$ cat src/rtl/smb_cfg_slave.sv
module smb_cfg_slave #(
  parameter logic [6:0] DEV_ADDR  = 7'h69,
  parameter int         NREG      = 7,
  parameter int         CTRL_IDX  = 6,
  parameter int         NPAIR     = 4,
  parameter int         BOOST_BIT = 5,
  parameter logic [7:0] CTRL_RST  = 8'h0F,
  parameter logic [7:0] COUNT_VAL = 8'h09,
  parameter int         FILT_LEN  = 4
) (
  input  logic              clk,
  input  logic              rst_n,
  input  logic              scl_in,
  input  logic              sda_in,
  output logic              sda_drive_low,
  output logic [8*NREG-1:0] cfg_flat,
  output logic [NPAIR-1:0]  pair_en,
  output logic              drive_boost
);
  localparam int FW = $clog2(FILT_LEN + 1);

  typedef enum logic [1:0] {S_IDLE, S_ADDR, S_WR, S_RD} st_t;

  logic [1:0] raw, flt;
  assign raw = {scl_in, sda_in};

  for (genvar g = 0; g < 2; g++) begin : g_filt
    logic s1, s2, f;
    logic [FW-1:0] cnt;
    always_ff @(posedge clk or negedge rst_n) begin
      if (!rst_n) begin
        s1 <= 1'b1; s2 <= 1'b1; f <= 1'b1; cnt <= '0;
      end else begin
        s1 <= raw[g];
        s2 <= s1;
        if (s2 == f) cnt <= '0;
        else if (cnt == FW'(FILT_LEN - 1)) begin
          f   <= s2;
          cnt <= '0;
        end else cnt <= cnt + FW'(1);
      end
    end
    assign flt[g] = f;
  end

  logic scl_q, sda_q;
  always_ff @(posedge clk or negedge rst_n)
    if (!rst_n) begin scl_q <= 1'b1; sda_q <= 1'b1; end
    else begin scl_q <= flt[1]; sda_q <= flt[0]; end

  logic scl_rise, scl_fall, start_c, stop_c;
  assign scl_rise = flt[1] & ~scl_q;
  assign scl_fall = ~flt[1] & scl_q;
  assign start_c  = flt[1] & scl_q & sda_q & ~flt[0];
  assign stop_c   = flt[1] & scl_q & ~sda_q & flt[0];

  st_t        st;
  logic [3:0] bcnt;
  logic [7:0] sh, tx, bno, rd_byte;
  logic       rw;
  logic [7:0] regs [NREG];

  always_comb begin
    rd_byte = '0;
    if (bno == 8'd0) rd_byte = COUNT_VAL;
    else
      for (int i = 0; i < NREG; i++)
        if (int'(bno) == i + 1) rd_byte = regs[i];
  end

  logic we;
  assign we = scl_fall && bcnt == 4'd8 && st == S_WR;

  always_ff @(posedge clk or negedge rst_n) begin
    if (!rst_n) begin
      for (int i = 0; i < NREG; i++) regs[i] <= (i == CTRL_IDX) ? CTRL_RST : 8'h00;
    end else if (we) begin
      for (int i = 0; i < NREG; i++)
        if (int'(bno) == i + 2) regs[i] <= sh;
    end
  end

  always_ff @(posedge clk or negedge rst_n) begin
    if (!rst_n) begin
      st <= S_IDLE; bcnt <= '0; sh <= '0; tx <= '0; bno <= '0; rw <= 1'b0;
      sda_drive_low <= 1'b0;
    end else if (start_c) begin
      st <= S_ADDR; bcnt <= '0; bno <= '0; sda_drive_low <= 1'b0;
    end else if (stop_c) begin
      st <= S_IDLE; bcnt <= '0; sda_drive_low <= 1'b0;
    end else if (st != S_IDLE) begin
      if (scl_rise) begin
        if (bcnt < 4'd8) sh <= {sh[6:0], flt[0]};
        if (bcnt == 4'd8 && st == S_RD && flt[0]) st <= S_IDLE;
        if (bcnt <= 4'd8) bcnt <= bcnt + 4'd1;
      end else if (scl_fall) begin
        if (bcnt == 4'd8) begin
          case (st)
            S_ADDR: if (sh[7:1] == DEV_ADDR) begin
                      sda_drive_low <= 1'b1; rw <= sh[0]; bno <= '0;
                    end else st <= S_IDLE;
            S_WR:   sda_drive_low <= 1'b1;
            default: sda_drive_low <= 1'b0;
          endcase
        end else if (bcnt == 4'd9) begin
          bcnt <= '0;
          sda_drive_low <= 1'b0;
          if ((st == S_ADDR && rw) || st == S_RD) begin
            st <= S_RD;
            tx <= {rd_byte[6:0], 1'b0};
            sda_drive_low <= ~rd_byte[7];
            if (bno != 8'hFF) bno <= bno + 8'd1;
          end else if (st == S_ADDR) st <= S_WR;
          else if (bno != 8'hFF) bno <= bno + 8'd1;
        end else if (st == S_RD && bcnt != 4'd0) begin
          sda_drive_low <= ~tx[7];
          tx <= {tx[6:0], 1'b0};
        end
      end
    end else begin
      sda_drive_low <= 1'b0;
    end
  end

  for (genvar i = 0; i < NREG; i++) begin : g_flat
    assign cfg_flat[8*i +: 8] = regs[i];
  end
  assign pair_en     = regs[CTRL_IDX][NPAIR-1:0];
  assign drive_boost = regs[CTRL_IDX][BOOST_BIT];
endmodule

$ cat config.mk
export PLATFORM = sky130hd
export DESIGN_NAME = smb_cfg_slave
export DESIGN_NICKNAME = d
export VERILOG_FILES = /design/src/rtl/smb_cfg_slave.sv
export SDC_FILE = /design/constraint.sdc
export NUM_CORES = 1
export LEC_CHECK = 0
export CAP_MARGIN = 40
export CELL_PAD_IN_SITES_DETAIL_PLACEMENT = 1
export CELL_PAD_IN_SITES_GLOBAL_PLACEMENT = 1
export CORE_MARGIN = 4
export CORE_UTILIZATION = 46
export CTS_BUF_LIST = sky130_fd_sc_hd__clkbuf_4 sky130_fd_sc_hd__clkbuf_8
export CTS_CLUSTER_SIZE = 8
export DETAILED_ROUTE_END_ITERATION = 8
export HOLD_SLACK_MARGIN = 0.05
export PLACE_DENSITY_LB_ADDON = 0.15
export SYNTH_ARGS = -nofsm -noshare
export SYNTH_HDL_FRONTEND = slang
export SYNTH_SLANG_ARGS = --single-unit
$ cat constraint.sdc
create_clock -name clk -period 2.8 [get_ports clk]
set_clock_uncertainty 0.2 [all_clocks]
set_input_delay 0.56 -clock clk [delete_from_list [all_inputs] [get_ports clk]]
set_output_delay 0.56 -clock clk [all_outputs]
set_load 0.02 [all_outputs]
==> flow_summary.yaml <==
global_route:
  gr-usage-met2: 0.4020
  grt_use_met1: 0.3375
  grt_first_pass_wirelength_mm: 24.74
  grt_max_degree: 49
  grt_usage: 0.2446
  grt_busiest_layer: "met2"
  grt.overflow.total: 0
  use_met3: 0.05421
  antenna_found_initial: 0
  grt_pass1_vias: 4430
route:
  drtAntennaViolNets: 0
  first_iter_violations: 228
  dr.pass1.iters: 5
  vias_per_cell: 6.050
  wirelength_mm: 15.02
  num_vias: 4017
  routedWlPerCell_um: 22.61
  drc: 0
clock_tree:
  clock_latency_ns: 0.40
  cts_buffers: 9
  cts_tree: "yes"
  numClockSinks: 101
  cts_buffer_depth: 2
  cts-root-buf: "clkbuf_8"
  htree_levels: 3
  clk_pin_slew_ns: 0.12
setup_path:
  crit_path_start: "st[0]"
  cp_cell_sequence: "inv_1 > ha_1 > nor3b_2 > a21oi_1 > nor2_1 > a21boi_4 > mux2i_1"
  crit_arrival_ns: 2.63
  worstSetupStartpointType: "flop"
  r2r_start: "st[0]"
  path_delay_family: "simple AND/OR/NAND/NOR gates"
  crit_buf_inv: 1
  worstPathMaxFanout: 6
  cp_slowest_cell: "dfrtp_1"
  crit_type: "flop to flop"
  critPathCaptureType: "flop"
  crit_required_ns: 2.91
  slowest_delay_ns: 0.41
layout:
  num_antenna_cells: 0
  finalInstanceArea_um2: 6256
  layout.nets: 539
  syn_to_final_growth_pct: 19.25
  multi_input_area_um2: 2484
  regArea_um2: 2542
  fillers: 1165
  drive_above_1_share: 0.2462
synthesis:
  syn_inst: 457
  async_reset_ff_frac: 1.000
  yosysSeqAreaShare: 0.4846
  yosysMostFrequentCell: "dfrtp_1"
  syn_area_um2: 5246
  ys.warnings.count: 0
  ys.flop_type: "dfrtp_1"
  synth_largest_area_cell: "dfrtp_1"
  avgSynthCellArea_um2: 11.48
  yosys.area.top_type_share: 0.4245
  yosysUniqueCellTypes: 67
  synth_commonest_cells: "dfrtp_1, mux2_2, nand2_1, o21ai_0, a21oi_1"
  syn_nets: 477
  synth_edf_count: 0
  yosys_register_bits: 101
  synthTopCellsByArea: "dfrtp_1, mux2_2, dfstp_2, ha_1, o21ai_0"
sta:
  drv_slew: 0
  post-route-period-util: 0.8981
  finalHoldViolCount: 0
  finalSetupViolCount: 0
  holdWs_ns: 0.1712
  tightest_slew_ns: 0.7232
  rsz0062_at_grt: "no"
  fmax_mhz: 397.7
  finalSetupTns_ns: 0
  period_needed_ns: 2.515
  layout_setup_ws_ns: 0.2853
  relSlewSlack: 0.5156
floorplanning:
  start_util: 0.4777
  die_area_um2: 13180
  die_x_um: 114.8
  rows: 38
  die_height_um: 114.8
  io_pins: 66
  coreArea_um2: 10980
pwr:
  power-per-cell-area_nw_per_um2: 552.2
  total_power_mw: 3.455
  peakVddDrop_mv: 0.7092
  cellLeakagePower_nw: 2.794
outcome:
  outcome: "finished clean"
place:
  hpwl_mm: 10.97
  pre_cts_slack_ns: 0.2353
  port_buffers: 65
  dpl_cell_area_um2: 6031
  routabilityCongestion: 0.8904
min_path:
  hp-class: "flop to flop"
  hp-start: "g_filt[0].s1"
job:
  max-cap-violations: 0
routing by layer:
| layer | wire length (um) | vias up |
|---|---|---|
| li1 | - | 1801 |
| met1 | 6869 | 2101 |
| met2 | 7358 | 104 |
| met3 | 648 | 11 |
| met4 | 140 | 0 |
| met5 | 0 | - |
report_power, final:
| part | switching [mW] | total, mW | internal, mW |
|---|---|---|---|
| sequential | 0.199 | 1.79 | 1.59 |
| combinational | 0.405 | 0.686 | 0.280 |
| clock | 0.619 | 0.983 | 0.364 |
per-stage QoR:
| stage | instances | util |
|---|---|---|
| 4_1_cts | 664 | 0.5689 |
| 5_1_grt | 664 | 0.5696 |
| 6_report | 664 | 0.5696 |
| 3_5_place_dp | 647 | 0.5491 |
| 3_3_place_gp | 647 | 0.5491 |
| 2_1_floorplan | 457 | - |
state kept, by name, indices dropped and copies added (netlist names):
name / cells
st: 2
cfg_flat: 56
g_filt.s1: 2
sda_q: 1
sda_drive_low: 1
sh: 8
g_filt.cnt: 6
scl_q: 1
bcnt: 4
g_filt.f: 2
rw: 1
bno: 8
tx: 7
g_filt.s2: 2
layout make-up:
type,count,area share
multi-input combinational,311,0.3970
tap,140,0.02800
timing repair buffer,83,0.1276
inverter,13,0.007800
sequential,101,0.4064
clock buffer,9,0.01980
clock inverter,7,0.01340
what timing repair did:
action | in CTS | in global routing
buffers inserted | 0 | 0
setup endpoints to repair | 0 | 1
endpoints found under the hold margin | 20 | 0
resized for setup | 0 | 1
hold buffers | 1 | 0
cell families after synthesis:
group,share of synthesized area
DFF,0.4846
AOI/OAI and AO/OA,0.1433
muxes,0.1498
buffers and inverters,0.04340
adders and majority gates,0.03816
and+or+nand+nor,0.1357
xor gates and xnor gates,0.005009
path summary, 6_finish.rpt:
path                                endpoint  slack [ns]  cells after the start
worst max-delay path                  bno[1]        0.29                      7
worst min-delay path            g_filt[0].s2        0.17                      0
worst max register to register        bno[1]        0.29                      7
worst min register to register  g_filt[0].s2        0.17                      0
max in group asynchronous       cfg_flat[25]        1.27                      3
min in group asynchronous       cfg_flat[39]        0.39                      2
cell usage in the layout, fill, tap and decap left out, drive strengths merged, types with 2 or more instances in the layout:
cell type	count
xnor2	2
a22o	5
or3	2
a221oi	8
nand3b	2
nand2	30
a21oi	18
nand3	13
mux2	68
inv	18
o311a	2
buf	18
nor2	10
nand4	4
mux2i	2
o21a	3
and2	5
and3b	4
nor2b	9
clkdlybuf4s50	64
nor3b	5
nor4	4
and4b	2
a41oi	2
dfrtp	89
o21ai	29
dfstp	12
o221ai	7
and3	7
o31ai	2
nand2b	3
o211ai	4
a21boi	2
clkbuf	9
a2bb2oi	4
clkinv	2
ha	16
a31oi	13
nor3	10
No activity file was read; power rests on OpenSTA's default activity.
